File: src/rtl/fft_bridge_pkg.sv
package fft_bridge_pkg;

  // strobes from control to datapath
  typedef struct packed {
    logic markLast;   // pending sample closes the frame
    logic dropWord;   // current result index lies in the mirrored half
  } ctrlT;

  // handshake events from datapath to control
  typedef struct packed {
    logic inXfer;
    logic outXfer;
    logic outLast;
  } xferT;

endpackage

File: src/rtl/fft_bridge_ctrl.sv
module fft_bridge_ctrl
  import fft_bridge_pkg::*;
#(
  parameter int FRAME_LEN = 256
) (
  input  logic clk,
  input  logic rstN,
  input  xferT xfer,
  output ctrlT ctrl,
  output logic errFlag
);
  localparam int CNT_W    = $clog2(FRAME_LEN);
  localparam int KEEP_LEN = FRAME_LEN / 2;
  localparam logic [CNT_W-1:0] LAST_IDX = CNT_W'(FRAME_LEN - 1);
  localparam logic [CNT_W-1:0] KEEP_IDX = CNT_W'(KEEP_LEN);

  logic [CNT_W-1:0] inCnt;
  logic [CNT_W-1:0] outCnt;

  always_ff @(posedge clk) begin
    if (!rstN) begin
      inCnt <= '0;
    end else if (xfer.inXfer) begin
      inCnt <= (inCnt == LAST_IDX) ? '0 : inCnt + 1'b1;
    end
  end

  always_ff @(posedge clk) begin
    if (!rstN) begin
      outCnt  <= '0;
      errFlag <= 1'b0;
    end else if (xfer.outXfer) begin
      if (xfer.outLast) begin
        outCnt <= '0;
        if (outCnt != LAST_IDX) errFlag <= 1'b1;
      end else begin
        outCnt <= (outCnt == LAST_IDX) ? '0 : outCnt + 1'b1;
      end
    end
  end

  always_comb begin
    ctrl.markLast = (inCnt == LAST_IDX);
    ctrl.dropWord = (outCnt >= KEEP_IDX);
  end

  assert_in_wrap_R3: assert property (@(posedge clk) disable iff (!rstN)
    (xfer.inXfer && ctrl.markLast) |=> (inCnt == '0));
  assert_in_hold_R3: assert property (@(posedge clk) disable iff (!rstN)
    !xfer.inXfer |=> $stable(inCnt));
  assert_out_restart_R7: assert property (@(posedge clk) disable iff (!rstN)
    (xfer.outXfer && xfer.outLast) |=> (outCnt == '0));
  assert_err_sticky_R8: assert property (@(posedge clk) disable iff (!rstN)
    errFlag |=> errFlag);

endmodule

File: src/rtl/fft_bridge_dp.sv
module fft_bridge_dp
  import fft_bridge_pkg::*;
#(
  parameter int DATA_W = 32
) (
  input  logic              clk,
  input  logic              rstN,
  input  ctrlT              ctrl,
  output xferT              xfer,
  input  logic [DATA_W-1:0] inData,
  input  logic              inExists,
  output logic              inRead,
  output logic [DATA_W-1:0] fftInData,
  output logic              fftInValid,
  input  logic              fftInReady,
  output logic              fftInLast,
  input  logic [DATA_W-1:0] fftOutData,
  input  logic              fftOutValid,
  output logic              fftOutReady,
  input  logic              fftOutLast,
  output logic [DATA_W-1:0] outData,
  input  logic              outFull,
  output logic              outWrite
);

  always_comb begin
    fftInData   = inData;
    fftInValid  = inExists;
    fftInLast   = ctrl.markLast;
    inRead      = inExists && fftInReady;
    outData     = fftOutData;
    fftOutReady = ctrl.dropWord || !outFull;
    outWrite    = fftOutValid && !ctrl.dropWord && !outFull;
    xfer.inXfer  = inRead;
    xfer.outXfer = fftOutValid && fftOutReady;
    xfer.outLast = fftOutLast;
  end

  assert_read_gated_R2: assert property (@(posedge clk) disable iff (!rstN)
    inRead |-> (inExists && fftInReady));
  assert_no_write_full_R5: assert property (@(posedge clk) disable iff (!rstN)
    outWrite |-> (!outFull && fftOutValid));
  assert_drop_silent_R6: assert property (@(posedge clk) disable iff (!rstN)
    ctrl.dropWord |-> (!outWrite && fftOutReady));

endmodule

File: src/rtl/fft_fifo_bridge.sv
module fft_fifo_bridge
  import fft_bridge_pkg::*;
#(
  parameter int DATA_W    = 32,
  parameter int FRAME_LEN = 256
) (
  input  logic              clk,
  input  logic              rstN,
  input  logic [DATA_W-1:0] inData,
  input  logic              inExists,
  output logic              inRead,
  output logic [DATA_W-1:0] fftInData,
  output logic              fftInValid,
  input  logic              fftInReady,
  output logic              fftInLast,
  input  logic [DATA_W-1:0] fftOutData,
  input  logic              fftOutValid,
  output logic              fftOutReady,
  input  logic              fftOutLast,
  output logic [DATA_W-1:0] outData,
  input  logic              outFull,
  output logic              outWrite,
  output logic              errFlag
);

  ctrlT ctrl;
  xferT xfer;

  fft_bridge_ctrl #(.FRAME_LEN(FRAME_LEN)) ctrl_i (
    .clk(clk), .rstN(rstN), .xfer(xfer), .ctrl(ctrl), .errFlag(errFlag)
  );

  fft_bridge_dp #(.DATA_W(DATA_W)) dp_i (
    .clk(clk), .rstN(rstN), .ctrl(ctrl), .xfer(xfer),
    .inData(inData), .inExists(inExists), .inRead(inRead),
    .fftInData(fftInData), .fftInValid(fftInValid),
    .fftInReady(fftInReady), .fftInLast(fftInLast),
    .fftOutData(fftOutData), .fftOutValid(fftOutValid),
    .fftOutReady(fftOutReady), .fftOutLast(fftOutLast),
    .outData(outData), .outFull(outFull), .outWrite(outWrite)
  );

endmodule

File: config.mk
export PLATFORM = sky130hd
export DESIGN_NAME = fft_fifo_bridge
export DESIGN_NICKNAME = d
export VERILOG_FILES = /design/src/rtl/fft_bridge_pkg.sv /design/src/rtl/fft_bridge_ctrl.sv /design/src/rtl/fft_bridge_dp.sv /design/src/rtl/fft_fifo_bridge.sv
export SDC_FILE = /design/constraint.sdc
export NUM_CORES = 1
export LEC_CHECK = 0
export ABC_AREA = 1
export CAP_MARGIN = 40
export CORE_UTILIZATION = 30
export CTS_CLUSTER_DIAMETER = 150
export DETAILED_ROUTE_END_ITERATION = 6
export GPL_ROUTABILITY_DRIVEN = 0
export PLACE_DENSITY = 0.81
export SETUP_SLACK_MARGIN = 0.05
export SLEW_MARGIN = 20
export SYNTH_ARGS = -nofsm -noshare
export SYNTH_HDL_FRONTEND = slang
export SYNTH_HIERARCHICAL = 1
export SYNTH_SLANG_ARGS = --single-unit
File: constraint.sdc
create_clock -name clk -period 1.7 [get_ports clk]
set_input_delay 0.17 -clock clk [delete_from_list [all_inputs] [get_ports clk]]
set_output_delay 0.17 -clock clk [all_outputs]
set_load 0.01 [all_outputs]
Word-level counts from Yosys, hierarchy flattened:

Index checks and enable logic that the tools add are counted.

* add/subtract/negate cells: 2
* multipliers: 0
* div/mod/pow operators: 0
* magnitude comparators: 1
* equality and inequality tests: 3
* shift-type cells: 0
* mux-type cells: 3
* bitwise logic cells: 0
* reduce and logical (&&, ||, !) cells: 8

Operator list (count)
* $mux 8: 3
* $add 8x1->8 const B: 2
* $eq 8x8->1 const B: 2
* $ge 8x8->1 const B: 1
* $ne 8x8->1 const B: 1
* $logic_and 1x1->1: 4
* $reduce_and 3->1: 1
* $logic_not 1->1: 2
* $logic_or 1x1->1: 1

* register bits after elaboration: 17
* latch bits: 0
* RAM bits: 0
* memory bits (read-only): 0
* input bits: 71
* output and inout bits: 70
* logic and storage cells: 20
* memories kept: 0

Logic depth before layout (Yosys ltp):

Gate-level depths: netlist of run 1.

* depth in word-level cells: 4
* gate-level depth with buffers: 9
* mapped depth without buffers: 8

Cells and area by module:

Netlist of run 1, hierarchy kept.

Modules (own cells, without submodules)
* fft_bridge_ctrl: times used 1, cells each 124, area each 863.3 µm², seq. area each 340.3 µm²
* fft_bridge_dp: times used 1, cells each 76, area each 541.8 µm², seq. area each 0.0 µm²

Least setup slack after synthesis of run 1:

No wires, ideal clock.

* path kind: register -> register
* start point: register ctrl_i.outCnt[7]
* end point: register ctrl_i.outCnt[2]
* setup time: 0.122 ns
* data arrival time: 1.235 ns
* required time: 1.578 ns
* slack: 0.344 ns
* cell stages (with the launch flop): 9
* path buffers: 2
* period minus slack after synthesis: 1.356 ns
* cells stage by stage: dfxtp_1 -> clkbuf_1 -> inv_2 -> a21oi_1 -> buf_6 -> inv_2 -> o21ai_0 -> o21bai_1 -> nor3_1

RTL lines
* start, declared: line fft_bridge_ctrl.sv:18 `logic [CNT_W-1:0] outCnt;`
* start signal, assigned: line fft_bridge_ctrl.sv:37 `outCnt <= (outCnt == LAST_IDX) ? '0 : outCnt + 1'b1;`

Final worst setup path of run 1:

* start point: register ctrl_i.inCnt[1]
* end point: output fftInLast

* longest elaborated chain between the ends: 1

Ends and longest elaborated chain
* start, declared: line fft_bridge_ctrl.sv:17 `logic [CNT_W-1:0] inCnt;`
* start signal, assigned: line fft_bridge_ctrl.sv:24 `inCnt <= (inCnt == LAST_IDX) ? '0 : inCnt + 1'b1;`
* $eq 8x8->1: line fft_bridge_ctrl.sv:43 `ctrl.markLast = (inCnt == LAST_IDX);`
* end, declared: line fft_fifo_bridge.sv:15 `output logic fftInLast,`

Every way passes these cells.

==> flow_summary_export.csv, run 1 <==
group,metric,value,unit
yosys,yosys.area_share.simple,21.73,%
critical_path,worstPathMaxFanout,3,
sta,rsz0062_at_grt,"yes",
clock_tree,h-tree-depth,1,
sta,hold_violations,0,
pwr,power_density,692.7,nW/um^2
detailed_routing,wire_per_inst,11.07,um
detailed_routing,drt_iter0_drc,21,
grt,grt_max_degree,10,
yosys,synth-compound-area-share,7.035,%
clock_tree,postCtsSetupBuffers,0,
clock_tree,cts_buffers,3,
yosys,synth-xor-area-share,1.870,%
cells_and_area,final_cell_mix,"34 x nand2_1, 18 x nor2_1, 17 x inv_1, 17 x dfxtp_1, 10 x clkdlybuf4s50_1",
yosys,synth_top_family_by_area,"buffers and inverters",
sta,setup_viol,0,
clock_tree,path_clk_slew,70,ps
cells_and_area,regArea,340.3,sq um
pwr,ir_worst_vdd,309.8,uV
yosys,synthesis.nets,274,
critical_path,cp.required,1530,ps
yosys,seq_area_frac_synth,24.22,%
detailed_routing,drt_pass1_iterations,4,
placed_design,port_buffers,12,
yosys,synth_top_area_share,36.33,%
grt,use_met3,2.453,%
cells_and_area,fin_nets,224,
placed_design,pre_cts_ws,31.65,ps
cells_and_area,antenna_cells,0,
sta,fin_ws,153.2,ps
clock_tree,cts_hold_buf,0,
grt,antenna_found_initial,0,
cells_and_area,layout_commonest_cell,"nand2_1",
floorplan,initial_utilization,31.83,%
detailed_routing,ant_nets,0,
sta,final.setup.tns,0,ps
detailed_routing,drt-vias-per-instance,4.657,
sta,slew_headroom,78.84,%
cells_and_area,area_growth,-18.43,%
placed_design,dp_hpwl,1671,um
floorplan,die_y,70.44,um
grt,grt_pass1_wl,3663,um
grt,grt_pass1_vias,868,
flow_run,cap_violations,0,
grt,top_usage_layer,"met2",
critical_path,crit_type,"reg -> out",
yosys,ys_seq_elements,17,
yosys,synth_cells,200,
yosys,synth-adder-area-share,2.671,%
clock_tree,cts_buffer_depth,2,
sta,fin_skew,2.370,ps
yosys,netlist_area,1405,sq um
detailed_routing,drc,0,
yosys,yosys_warnings,6,
critical_path,arrival,1380,ps
clock_tree,cts-root-buf,"clkbuf_8",
yosys,synth_area_leaders,"buf_4 36%, dfxtp_1 24%, nand2_1 9.1%, nor2_1 4.8%, inv_1 4.5%",
outcome,status,"complete, no violations",
floorplan,core.rowCount,24,
grt,use_met1,9.816,%
sta,tightestPinTransition,317.4,ps
clock_tree,clk-insertion-delay-late,250,ps
critical_path,start_kind,"register",
yosys,synthMuxAreaShare,0,%
sta,max_freq,646.5,MHz
floorplan,die_x,70.44,um
yosys,synth.avg_cell_area,7.025,sq um
floorplan,dieArea,4961,sq um
critical_path,cp-end-kind,"primary output",
cells_and_area,multi_input_area,479.2,sq um
floorplan,coreArea,4414,sq um
grt,use_met2,13.76,%
sta,fin_crit,1547,ps
yosys,yosysTopAreaCell,"buf_4",
clock_tree,cts_sinks,17,
cells_and_area,n_fill_cell,475,
floorplan,io_pins,141,
grt,grt.overflow.total,0,
detailed_routing,routed_wl,2225,um
detailed_routing,num_vias,936,
sta,final_max_slew_viol_count,0,
clock_tree,cts_tree,"done",
hold_path,hold_class,"in -> out",
sta,min_period_over_period,90.99,%
grt,grt_use_total,9.069,%
yosys,ys_types,23,
cells_and_area,drive_gt1_share,10.07,%
pwr,power.leakage,0.4498,nW
-- logic make-up (layout without fill, tap and decap cells) --
group | count (synthesis) | count (layout)
simple gates | 70 | 70
compound gates | 18 | 18
fa+ha+maj | 3 | 3
flops | 17 | 17
xor+xnor | 3 | 3
buf+inv | 89 | 38
-- synthesized netlist by cell type --
| cell type | count |
|---|---|
| nand2_2 | 1 |
| dfxtp_1 | 17 |
| a31oi_1 | 2 |
| clkbuf_1 | 1 |
| ha_1 | 3 |
| nor2_1 | 18 |
| o21bai_1 | 1 |
| nand3_2 | 1 |
| nand2_1 | 34 |
| a21oi_2 | 1 |
| inv_2 | 2 |
| a21oi_1 | 9 |
| nand4_1 | 3 |
| nor3_1 | 6 |
| buf_6 | 1 |
| nand3_1 | 4 |
| nor2_4 | 1 |
| or2_0 | 1 |
| o21ai_0 | 5 |
| nand3b_1 | 1 |
| xor2_1 | 3 |
| inv_1 | 17 |
| buf_4 | 68 |
-- per-stage QoR --
stage | util, % | hold WS (ps) | instance area (sq um) | std cells | power, mW
after floorplan | - | 305.7 | 1405 | 200 | 0.6143
after global placement | 24.63 | 340.1 | 1087 | 197 | 0.4921
after detailed placement | 24.63 | 340.1 | 1087 | 197 | 0.4931
after CTS | 25.62 | 340.1 | 1131 | 201 | 0.8045
after global routing | 25.96 | 340.0 | 1146 | 201 | 0.8321
final | 25.96 | 340.0 | 1146 | 201 | 0.7939
-- registers in the layout, indices dropped and copies added, names as in the netlist --
register / count
ctrl_i/outCnt: 8
ctrl_i/inCnt: 8
ctrl_i/errFlag: 1
-- metal layers --
metal	wire [um]	share of wire, %	vias up
met5	0	0	-
met2	973	44	36
met4	162	7.3	0
li1	-	-	451
met1	896	40	424
met3	192	8.6	25
-- layout make-up --
class	instances	share of cell area, %
sequential	17	29.69
inverter	19	6.223
clock buffer	4	3.930
timing repair buffer	15	12.66
tap	52	5.677
multi-input combinational	94	41.81
-- worst paths after layout --
kind,cells past startpoint,slack (ps),start,to
worst max-delay path,4,150,ctrl_i/inCnt[1],fftInLast
worst max register to register,6,300,ctrl_i/outCnt[7],ctrl_i/outCnt[3]
worst min-delay path,0,340,inData[17],fftInData[17]
worst min register to register,2,470,ctrl_i/errFlag,ctrl_i/errFlag
-- timing repair --
item,CTS,global route
endpoints found under the hold margin,0,0
pin swaps,0,0
gates resized for setup,1,5
setup endpoints to repair,1,6
cloned,0,0
-- power breakdown --
part | leakage, nW | switching, mW | total [mW] | internal (mW)
Clock | 0.0228 | 0.142 | 0.308 | 0.167
Combinational | 0.290 | 0.0386 | 0.0764 | 0.0377
Sequential | 0.138 | 0.00508 | 0.409 | 0.404
Total | 0.450 | 0.185 | 0.794 | 0.609
-- critical path: stages (launching register included) --
cell             delay, ps
dfxtp_1                370
ha_2                   210
nand4_1                140
nor3_2                 150
clkdlybuf4s15_1        260
(Power assumes the default switching activity.)
==> run 2, diff against run 1 <==
--- a/config.mk
+++ b/config.mk
@@ -9,9 +9,11 @@
 export CAP_MARGIN = 40
 export CORE_UTILIZATION = 30
 export CTS_CLUSTER_DIAMETER = 150
+export CTS_CLUSTER_SIZE = 24
 export DETAILED_ROUTE_END_ITERATION = 6
+export DONT_BUFFER_PORTS = 1
 export GPL_ROUTABILITY_DRIVEN = 0
-export PLACE_DENSITY = 0.81
+export PLACE_DENSITY = 0.43
 export SETUP_SLACK_MARGIN = 0.05
 export SLEW_MARGIN = 20
 export SYNTH_ARGS = -nofsm -noshare
==> run 2 against run 1 <==
Combinational power fell by 45%; first-iteration DRC count rose by 67%; count of clock-buffer cells in the layout fell by 1; clock power barely moved; sequential share of layout area rose by 4.3 points; cell count fell by 7.0%; core utilization fell by 3.3 points; sequential power barely moved; largest power group unchanged; highest routed layer unchanged.
==> flow_summary_export.csv, run 2 (synthesized netlist as in run 1, its figures left out) <==
group,metric,value,unit
outcome,status,"complete, no violations",
floorplan,coreArea,4414,sq um
critical_path,r2r_cells,6,
sta,hold_violations,0,
placed_design,dp_hpwl,1768,um
placed_design,placed_cell_area,952.2,sq um
hold_path,min_from,"rstN",
sta,fin_skew,3.680,ps
clock_tree,h-tree-depth,1,
floorplan,dieArea,4961,sq um
critical_path,r2r_setup_slack,240,ps
detailed_routing,drt-vias-per-instance,4.770,
detailed_routing,routed_wl,2236,um
sta,final.setup.tns,0,ps
cells_and_area,final_cell_mix,"34 x nand2_1, 18 x nor2_1, 17 x inv_1, 17 x dfxtp_1, 8 x a21oi_1",
cells_and_area,fin_nets,210,
sta,final_max_slew_viol_count,0,
grt,grt_max_degree,11,
cells_and_area,area_growth,-28.67,%
sta,rsz0062_at_grt,"no",
pwr,ir_worst_vdd,418.6,uV
cells_and_area,antenna_cells,0,
detailed_routing,ant_nets,0,
cells_and_area,final_area,1002,sq um
grt,grt_pass1_wl,3560,um
detailed_routing,drc,0,
cells_and_area,drive_gt1_share,8.889,%
floorplan,core.rowCount,24,
pwr,p_int,0.5804,mW
pwr,power_density,756.2,nW/um^2
detailed_routing,highest_layer,"met4",
clock_tree,cts_buffers,3,
pwr,swShare,23.41,%
clock_tree,cts_sinks,17,
pwr,power_frac_clock,40.3,%
clock_tree,path_clk_slew,70,ps
detailed_routing,num_vias,892,
clock_tree,cts_tree,"done",
flow_run,cap_violations,0,
floorplan,die_y,70.44,um
placed_design,port_buffers,0,
pwr,switching_power,0.1774,mW
critical_path,r2r_end,"ctrl_i/outCnt[4]",
hold_path,min_path_cells,2,
floorplan,io_pins,141,
critical_path,cp-end-kind,"primary output",
grt,grt_use_total,9.118,%
grt,antenna_found_initial,0,
detailed_routing,dr_wl_met2,1012,um
hold_path,min_to,"ctrl_i/outCnt[0]",
detailed_routing,wl_met3,286,um
cells_and_area,largestRegisters,"ctrl_i/inCnt (8), ctrl_i/outCnt (8), ctrl_i/errFlag (1)",
detailed_routing,met1_length,866,um
critical_path,crit_type,"reg -> out",
critical_path,reg2reg_from,"ctrl_i/outCnt[7]",
floorplan,initial_utilization,31.83,%
pwr,comb_power_share,5.6,%
cells_and_area,layout_commonest_cell,"nand2_1",
clock_tree,cts_buffer_depth,2,
hold_path,hold_class,"in -> reg",
clock_tree,cts-root-buf,"clkbuf_8",
critical_path,worstPathMaxFanout,3,
clock_tree,clk-insertion-delay-late,250,ps
pwr,seq_power_share,54.2,%
sta,min_period_over_period,86.72,%
sta,max_freq,678.4,MHz
detailed_routing,drt_pass1_iterations,3,
grt,grt.overflow.total,0,
detailed_routing,wire_per_inst,11.96,um
pwr,power.leakage,0.3852,nW
sta,tightestPinTransition,367.9,ps
detailed_routing,drt_iter0_drc,35,
grt,grt_pass1_vias,825,
critical_path,cp.required,1530,ps
sta,slew_headroom,75.28,%
sta,fin_crit,1474,ps
critical_path,arrival,1300,ps
floorplan,die_x,70.44,um
critical_path,start_kind,"register",
sta,setup_viol,0,
[run 2: what timing repair did]
item	CTS	global route
hold endpoints to repair	0	0
setup buffers	0	0
gates resized for setup	0	1
hold buffers	0	0
setup endpoints to repair	0	6
[run 2: worst max path at each step]
stage	startpoint	end	slack [ps]	cells past startpoint
2_1_floorplan	ctrl_i/outCnt[7]	ctrl_i/outCnt[2]	340	8
3_3_place_gp	ctrl_i/outCnt[7]	ctrl_i/outCnt[2]	190	6
3_5_place_dp	ctrl_i/outCnt[7]	ctrl_i/outCnt[4]	110	6
4_1_cts	ctrl_i/outCnt[7]	ctrl_i/outCnt[4]	90	6
5_1_grt	ctrl_i/outCnt[7]	ctrl_i/outCnt[1]	130	6
6_report	ctrl_i/inCnt[1]	fftInLast	230	3
[run 2: power groups by stage]
stage	Sequential [mW]	Combinational, mW	Clock (mW)
floorplan	0.418	0.196	0
global placement	0.419	0.0407	0
detailed placement	0.419	0.0418	0
CTS	0.410	0.0420	0.324
global route	0.411	0.0474	0.342
finish	0.410	0.0421	0.305
[run 2: layout make-up]
cell class              instances  area, sq um
clock buffers                   3        41.29
clock inverters                 1        5.005
fillers                       501         3412
inverters                      19        71.32
multi-input cells              94        471.7
flip-flops and latches         17        340.3
well taps                      52        65.06
repair buffers                  1        7.507
[run 2: worst max-delay path, stage by stage, from the launching register on]
cell	delay [ps]
dfxtp_1	380
ha_1	210
nand4_1	140
nor3_1	320
[run 2: routing by layer]
layer | global-route usage [%] | vias to the layer above
li1 | - | 420
met1 | 8.559 | 399
met2 | 14.07 | 53
met3 | 6.782 | 20
met4 | 5.556 | 0
met5 | 0 | -
[run 2: metrics by stage]
step	utilization [%]	total power [mW]	worst slack, ps	hold WS (ps)	instances
2_1_floorplan	-	0.6143	343.5	305.7	200
3_3_place_gp	21.57	0.4598	193.0	314.8	183
3_5_place_dp	21.57	0.4611	108.6	320.1	183
4_1_cts	22.62	0.7761	92.77	38.41	187
5_1_grt	22.70	0.8009	128.6	41.75	187
6_report	22.70	0.7579	225.8	51.96	187
